<file path="config.mk">
export PLATFORM = sky130hd
export DESIGN_NAME = uart_irq_encoder
export DESIGN_NICKNAME = d
export VERILOG_FILES = /design/src/rtl/uart_irq_pkg.sv /design/src/rtl/irq_flag.sv /design/src/rtl/irq_prio_enc.sv /design/src/rtl/uart_irq_encoder.sv
export SDC_FILE = /design/constraint.sdc
export NUM_CORES = 1
export LEC_CHECK = 0
export ABC_AREA = 1
export BUFFER_PORTS_ARGS = -buffer_cell sky130_fd_sc_hd__buf_4
export CAP_MARGIN = 40
export CELL_PAD_IN_SITES_DETAIL_PLACEMENT = 1
export CELL_PAD_IN_SITES_GLOBAL_PLACEMENT = 1
export CORE_UTILIZATION = 26
export DETAILED_ROUTE_END_ITERATION = 8
export PLACE_DENSITY_LB_ADDON = 0.25
export SLEW_MARGIN = 0
export SYNTH_ARGS = -nofsm -noshare
export SYNTH_HDL_FRONTEND = slang
export SYNTH_SLANG_ARGS = --single-unit
</file>
<file path="constraint.sdc">
create_clock -name clk_i -period 2.9 [get_ports clk_i]
set_input_delay 0.29 -clock clk_i [delete_from_list [all_inputs] [get_ports clk_i]]
set_output_delay 0.29 -clock clk_i [all_outputs]
set_load 0.03 [all_outputs]
</file>
<file path="src/rtl/uart_irq_pkg.sv">
package uart_irq_pkg;
  localparam int CODE_W = 3;
  localparam int NCODE  = 7;
  localparam int EN_W   = 5;

  localparam logic [CODE_W-1:0] C_NONE = 3'd0;
  localparam logic [CODE_W-1:0] C_RX   = 3'd1;
  localparam logic [CODE_W-1:0] C_RTO  = 3'd2;
  localparam logic [CODE_W-1:0] C_TX   = 3'd3;
  localparam logic [CODE_W-1:0] C_MDM  = 3'd4;
  localparam logic [CODE_W-1:0] C_TMR  = 3'd7;

  // src_en_i bit positions
  localparam int EN_RX  = 0;
  localparam int EN_RTO = 1;
  localparam int EN_TX  = 2;
  localparam int EN_MDM = 3;
  localparam int EN_TMR = 4;
endpackage

</file>
<file path="src/rtl/irq_flag.sv">
module irq_flag (
  input  logic clk_i,
  input  logic rst_ni,
  input  logic set_i,
  input  logic clr_i,
  output logic q_o
);
  // set wins over clear: an event in the clear cycle is a new event
  always_ff @(posedge clk_i or negedge rst_ni) begin
    if (!rst_ni)    q_o <= 1'b0;
    else if (set_i) q_o <= 1'b1;
    else if (clr_i) q_o <= 1'b0;
  end
endmodule

</file>
<file path="src/rtl/irq_prio_enc.sv">
module irq_prio_enc #(
  parameter int N = 7,
  parameter int W = 3
) (
  input  logic [N-1:0] pend_i,
  output logic [W-1:0] code_o,
  output logic         any_o
);
  // bit k is code k+1; lowest code wins
  always_comb begin
    code_o = '0;
    for (int k = N - 1; k >= 0; k--) begin
      if (pend_i[k]) code_o = W'(k + 1);
    end
  end
  assign any_o = |pend_i;
endmodule

</file>
<file path="src/rtl/uart_irq_encoder.sv">
module uart_irq_encoder
  import uart_irq_pkg::*;
#(
  parameter bit CH0_TIMER = 1'b1,
  parameter int LS_W      = 4,
  parameter int HS_W      = 2
) (
  input  logic              clk_i,
  input  logic              rst_ni,
  input  logic [EN_W-1:0]   src_en_i,
  input  logic              rs485_auto_i,
  input  logic              rx_lvl_i,
  input  logic [LS_W-1:0]   lsr_evt_i,
  input  logic              rto_evt_i,
  input  logic              rx_empty_i,
  input  logic              thr_empty_i,
  input  logic              tsr_empty_i,
  input  logic [HS_W-1:0]   hs_evt_i,
  input  logic              flow_evt_i,
  input  logic              spchar_evt_i,
  input  logic              tmr_evt_i,
  input  logic              isr_rd_i,
  input  logic              lsr_rd_i,
  input  logic              msr_rd_i,
  input  logic              tmr_rd_i,
  output logic [CODE_W-1:0] isr_code_o,
  output logic              irq_o,
  output logic [NCODE-1:0]  clr_o
);

  logic lsr_q, rto_q, tx_q, hs_q, flow_q, tmr_q;
  logic tx_sel, tx_prev_q, tx_rise;
  logic tx_clr, flow_clr;
  logic [NCODE-1:0] pend;
  logic [CODE_W-1:0] code;
  logic any;

  // transmit-empty edge detect on the mode-selected condition
  assign tx_sel = rs485_auto_i ? tsr_empty_i : thr_empty_i;
  always_ff @(posedge clk_i or negedge rst_ni) begin
    if (!rst_ni) tx_prev_q <= 1'b0;
    else         tx_prev_q <= tx_sel;
  end
  assign tx_rise = tx_sel & ~tx_prev_q;

  // clear-on-status-read acts on the code shown in the read cycle
  assign tx_clr   = isr_rd_i && (code == C_TX);
  assign flow_clr = isr_rd_i && (code == C_MDM);

  irq_flag u_lsr (
    .clk_i (clk_i), .rst_ni(rst_ni),
    .set_i (|lsr_evt_i), .clr_i(lsr_rd_i), .q_o(lsr_q)
  );

  irq_flag u_rto (
    .clk_i (clk_i), .rst_ni(rst_ni),
    .set_i (rto_evt_i), .clr_i(rx_empty_i), .q_o(rto_q)
  );

  irq_flag u_tx (
    .clk_i (clk_i), .rst_ni(rst_ni),
    .set_i (tx_rise), .clr_i(tx_clr), .q_o(tx_q)
  );

  irq_flag u_hs (
    .clk_i (clk_i), .rst_ni(rst_ni),
    .set_i (|hs_evt_i), .clr_i(msr_rd_i), .q_o(hs_q)
  );

  irq_flag u_flow (
    .clk_i (clk_i), .rst_ni(rst_ni),
    .set_i (flow_evt_i | spchar_evt_i), .clr_i(flow_clr), .q_o(flow_q)
  );

  generate
    if (CH0_TIMER) begin : g_tmr
      irq_flag u_tmr (
        .clk_i (clk_i), .rst_ni(rst_ni),
        .set_i (tmr_evt_i), .clr_i(tmr_rd_i), .q_o(tmr_q)
      );
    end else begin : g_no_tmr
      logic unused_tmr;
      assign unused_tmr = tmr_evt_i ^ tmr_rd_i;
      assign tmr_q = 1'b0;
    end
  endgenerate

  always_comb begin
    pend    = '0;
    pend[0] = src_en_i[EN_RX]  & (rx_lvl_i | lsr_q);
    pend[1] = src_en_i[EN_RTO] & rto_q;
    pend[2] = src_en_i[EN_TX]  & tx_q;
    pend[3] = src_en_i[EN_MDM] & (hs_q | flow_q);
    pend[6] = src_en_i[EN_TMR] & tmr_q;
  end

  irq_prio_enc #(.N(NCODE), .W(CODE_W)) u_enc (
    .pend_i (pend),
    .code_o (code),
    .any_o  (any)
  );

  assign isr_code_o = code;
  assign irq_o      = any;

  always_comb begin
    clr_o    = '0;
    clr_o[0] = lsr_rd_i & lsr_q;
    clr_o[1] = rx_empty_i & rto_q & ~rto_evt_i;
    clr_o[2] = tx_clr & ~tx_rise;
    clr_o[3] = (msr_rd_i & hs_q & ~(|hs_evt_i))
             | (flow_clr & flow_q & ~(flow_evt_i | spchar_evt_i));
    clr_o[6] = tmr_rd_i & tmr_q & ~tmr_evt_i;
  end

endmodule

</file>
==> impl_results.md, run 1 <==
- Status: completed
- Via Count: 553
- Crit end category: output pin
- I/O Pins: 37
- Core Region: 1730 sq um
- PD cells: 375 nW/um^2
- Fillers: 232
- DR DRC count: 0
- Area Overhead vs Synth: 65.0%
- Die H: 44.9 um
- Top cell by count, worst path: nand2_1
- Total wire length: 1270 um
- Pins Over Slew Limit: 0
- Dpl cell area: 754 sq um
- CP Cell Sequence: o21ai_2 > nand2_1 > nand2_2 > inv_2 > nand4_1 > nand2_1 > buf_4
- Final ANT Viol Nets: 0
- Clock root cell: clkbuf_4
- Sequential area share after synthesis: 36.6%
- Max incr delay on CP: 0.40 ns
- CTS clock-pin slew for the worst setup and hold paths: 0.05 ns
- Max FO, Critical Path: 3
- Critical path launch point type: flip-flop
- Number of synthesized flops with an enable pin: 0
- Finished Cell Area: 791 sq um
- Fmax: 599 MHz
- Post-synth ARST share: 100%
- Post-synth design cell area: 479 sq um
- CTS buffer count: 3
- Wire per inst: 9.52 um
- Skew final: 0.000879 ns
- Count of cell types in the netlist: 21
- Commonest non-fill, non-tap cell in the layout: buf_4
- RePlAce Congestion: 0.683
- Post-CTS resize count: 0
- Die area: 2020 sq um
- Post-synth top flop: dfrtp_1
- CTS Buffer Depth: 2
- WP data arrival: 1.38 ns
- Max_cap viols: 0
- Wire length of the first global-routing pass: 2110 um
- GRT Overall Usage: 14.5%
- Post-DP HPWL: 1130 um
- Multi-input gate area: 229 sq um
- Drt pass-1 iters: 4
- Register area: 175 sq um
- Largest net degree at the start of global routing: 8
- Tcrit/Tclk final: 57.6%
- Initial core utilization: 27.8%
- Clock period minus final worst setup slack: 1.67 ns
- IO buf count: 34
- Clk_lat worst skew: 0.24 ns
- Crit Path Category: flip-flop to output pin
- # clock sinks: 7
- Die X: 44.9 um
- Worst IR drop on VDD: 0.000201 V
- Syn avg cell area: 6.85 sq um
- Post-synth top area share: 36.6%
- Yosys Warn Count: 0
- H-Tree Level Count: 1
- Total gr overflow: 0
- R2R setup slack: 1.78 ns
- Crit-path slowest cell: dfrtp_1
- Share of cells above drive strength 1: 42.6%
- ANT cells: 0
- Total negative slack: 0 ns
- Min-delay worst type: primary input to flip-flop
- Initial antenna violation count: 0
- Post-synth top area cell: dfrtp_1
- Fin. Hold Viols: 0
- Vias/cell: 4.16
- Data required, critical path: 2.61 ns
- Static leakage power: 0.000480 uW
- Num rows: 15
- Vias in the first global route: 533
- Final setup viols: 0
- FF+latch count, synth: 7
- RSZ-0062 raised after global routing: false
- Synth top area cells: dfrtp_1 37%, inv_1 12%, nand2_1 11%
- Layout Nets: 135
- Drt initial violations: 6
- CTS tree: built
- Most frequent cells in the layout: 34 x buf_4, 15 x inv_1, 14 x nand2_1
- Post-Synthesis Cells: 70
-- critical path, delay by kind of cell (launching register included) --
| kind | cells | cell delay [ns] |
|---|---|---|
| AOI/OAI and AO/OA | 1 | 0.21 |
| buffers and inverters | 2 | 0.21 |
| DFF | 1 | 0.40 |
| and+or+nand+nor | 4 | 0.31 |
-- path summary, 6_finish.rpt --
kind                             from          to  cells after the start
setup / recovery             u_hs.q_o    clr_o[3]                      7
hold / removal             rx_empty_i   u_rto.q_o                      2
setup reg to reg             u_hs.q_o    u_tx.q_o                      6
hold reg to reg             u_rto.q_o   u_rto.q_o                      2
max in group asynchronous      rst_ni   u_lsr.q_o                      2
min in group asynchronous      rst_ni  u_flow.q_o                      2
-- stage by stage --
stage	cells	setup WS [ns]	utilization, %	total power (uW)	hold WS [ns]
after floorplan	71	1.40	-	163	-0.00559
after global placement	128	1.51	43.7	208	0.113
after detailed placement	128	1.49	43.7	210	0.111
after CTS	133	1.22	45.8	302	0.220
after global routing	133	1.10	45.8	319	0.219
final	133	1.23	45.8	297	0.226
-- power breakdown --
group          switching [uW]  internal [uW]  total, uW
clock network            36.1           52.5       88.6
registers                3.88            104        108
logic                    54.3           45.7        100
total                    94.2            202        297
-- what timing repair did --
item                                   in CTS  in global routing
endpoints found under the hold margin       7                  0
setup buffers                               0                  0
hold buffers                                1                  0
-- flip-flops by register name, summed over array words and instances (netlist names) --
register         flops
u_flow.q_o           1
tx_prev_q            1
g_tmr.u_tmr.q_o      1
u_lsr.q_o            1
u_hs.q_o             1
u_rto.q_o            1
u_tx.q_o             1
-- cell families after synthesis --
kind of cell	count (synthesis)	synth area share (%)
and+or+nand+nor	34	34.2
other	1	0.783
DFF	7	36.6
buffers and inverters	19	16.4
AOI/OAI and AO/OA	9	12.0
-- layout make-up --
cell class | count | share of cell area, %
Multi-Input combinational cell | 45 | 29.0
Timing Repair Buffer | 35 | 33.5
Tap cell | 25 | 3.96
Inverter | 17 | 8.07
Sequential cell | 7 | 22.2
Clock buffer | 4 | 3.32
-- cell usage after synthesis, types with 2 or more instances --
library cell	number
inv_1	15
dfrtp_1	7
nand3_2	2
o21ai_0	3
buf_4	2
nand3_1	3
nand4_1	2
nand2_2	2
o21bai_1	2
nor2_1	7
nand2_1	14
o21ai_2	2
-- per-layer routing --
| layer | part of all wire, % | GRT usage (%) |
|---|---|---|
| met1 | 42 | 16.9 |
| met2 | 52 | 25.2 |
| met3 | 5.0 | 2.80 |
| met4 | 1.0 | 7.27 |
| met5 | 0 | 0 |
(Power assumes the default switching activity.)
==> inputs of run 2 (changes only) <==
- ABC_AREA: 1 -> 0
- CORE_UTILIZATION: 26 -> 23
- clock period: 2.9 -> 1.6 ns (I/O delays scaled with it)
==> run 2 against run 1 <==
Net effect: synthesized cell count shrank 30%; worst hold slack lost 0.13 ns; flip-flop and latch count is the same.
==> impl_results.md, run 2 <==
- Area Overhead vs Synth: 78.8%
- Layout Nets: 116
- Num rows: 15
- Static leakage power: 0.000387 uW
- Post-synth top area share: 40.6%
- Number of synthesized flops with an enable pin: 0
- Skew final: 0.000177 ns
- GRT Overall Usage: 13.3%
- DR DRC count: 0
- Vias in the first global route: 498
- Share of cells above drive strength 1: 50.6%
- CTS tree: built
- Post-DP HPWL: 1040 um
- Largest net degree at the start of global routing: 8
- Final Util: 44.2%
- Fin. Hold Viols: 0
- Total wire length: 1210 um
- PD cells: 683 nW/um^2
- Max_cap viols: 0
- Clk_lat worst skew: 0.24 ns
- Wire length of the first global-routing pass: 1930 um
- Sequential area share after synthesis: 40.6%
- Design Power: 527 uW
- CTS Buffer Depth: 2
- RSZ-0062 raised after global routing: false
- Die H: 45.3 um
- Die area: 2050 sq um
- Crit Path Category: flip-flop to output pin
- Commonest non-fill, non-tap cell in the layout: buf_4
- Initial antenna violation count: 0
- Initial core utilization: 24.7%
- Yosys Warn Count: 0
- Clock period minus final worst setup slack: 1.53 ns
- Fillers: 233
- ANT cells: 0
- Data required, critical path: 1.44 ns
- Worst IR drop on VDD: 0.000296 V
- Vias/cell: 4.54
- RePlAce Congestion: 0.782
- Drt pass-1 iters: 2
- Final ANT Viol Nets: 0
- CTS buffer count: 3
- Wire per inst: 10.6 um
- Min-delay worst type: primary input to flip-flop
- Drt initial violations: 4
- Total gr overflow: 0
- # clock sinks: 7
- Critical path launch point type: flip-flop
- Most frequent cells in the layout: 36 x buf_4, 7 x dfrtp_1, 5 x inv_1
- I/O Pins: 37
- Most common cell in the synthesized netlist: dfrtp_1
- Post-synth top cells: 7 x dfrtp_1, 5 x inv_1
- Fmax: 654 MHz
- Dpl cell area: 707 sq um
- FF+latch count, synth: 7
- Syn avg cell area: 8.81 sq um
- Via Count: 518
- Post-synth design cell area: 432 sq um
- Crit end category: output pin
- Clock root cell: clkbuf_4
- Tcrit/Tclk final: 95.5%
- Post-synth ARST share: 100%
- Status: completed
- Core Region: 1750 sq um
- Final setup viols: 0
- Post-synth top area cell: dfrtp_1
- Finished Cell Area: 772 sq um
- Max FO, Critical Path: 5
- Count of cell types in the netlist: 21
- Die X: 45.3 um
- CTS clock-pin slew for the worst setup and hold paths: 0.05 ns
- Post-Synthesis Cells: 49
- IO buf count: 34
- Total negative slack: 0 ns
- H-Tree Level Count: 1
- Pins Over Slew Limit: 0
- R2R setup slack: 0.43 ns
- Synth top area cells: dfrtp_1 41%, nand4_1 5.8%, a21o_1 5.2%
- WP data arrival: 1.37 ns
- R2R depth: 4
- Cells on Worst Hold Path: 2
- Post-synth top flop: dfrtp_1
==> run 2: cell types whose count changed in the layout (fill, tap and decap cells not counted), sizes merged, moves of 3 or more <==
cell   change
a21o       +3
inv       -11
nand2     -12
nor2       -4
==> run 2: per-layer routing <==
metal	GRT usage, %	wire [um]
met2	27.0	684
met4	7.27	0
met1	12.6	455
met3	1.60	66
met5	0	0
==> run 2: cells by family after synthesis <==
logic type             count (synthesis)  synth area share, %
other                                  1                0.869
AND/OR/NAND/NOR                       21                 28.4
flip-flops                             7                 40.6
buffers and inverters                  7                 7.83
AO/OA/AOI/OAI                         12                 18.8
multiplexers                           1                 3.48
==> run 2: per-stage QoR <==
step                      worst slack [ns]  hold slack (ns)  instances
after CTS                          0.00626           0.0987        113
after detailed placement             0.231          -0.0223        107
final                               0.0714            0.100        114
after floorplan                     0.0354           -0.136         50
after global placement               0.244          -0.0236        107
after global routing               0.00325            0.100        114
==> run 2: power by group <==
group          internal (uW)  switching [uW]  total (uW)
clock                   94.9            61.6         157
sequential               188            9.31         198
combinational           87.5            85.7         173
==> run 2: layout make-up <==
class | instances | area [sq um] | area share [%]
Clock buffer | 4 | 26.3 | 3.40
Sequential cell | 7 | 175 | 22.7
Tap cell | 25 | 31.3 | 4.05
Timing Repair Buffer | 37 | 280 | 36.3
Inverter | 5 | 18.8 | 2.43
Multi-Input combinational cell | 36 | 240 | 31.1
==> run 2: worst paths after layout <==
check | start | end
setup / recovery | u_lsr.q_o | isr_code_o[0]
hold / removal | rto_evt_i | u_rto.q_o
setup reg to reg | u_lsr.q_o | u_tx.q_o
hold reg to reg | u_tx.q_o | u_tx.q_o
max in group asynchronous | rst_ni | u_flow.q_o
min in group asynchronous | rst_ni | u_rto.q_o
==> run 2: critical path, stage by stage, from the launching register on <==
cell     delay, ns
dfrtp_1       0.42
o21ai_4       0.18
buf_4         0.15
nor2b_1       0.14
a31oi_1       0.06
buf_4         0.17
==> run 2: repair_timing <==
item	in CTS	in global routing
gates resized for setup	1	3
hold buffers	1	0
pin swaps	1	1
hold endpoints to repair	7	0
setup buffers	1	1
endpoints found under the setup margin	2	3
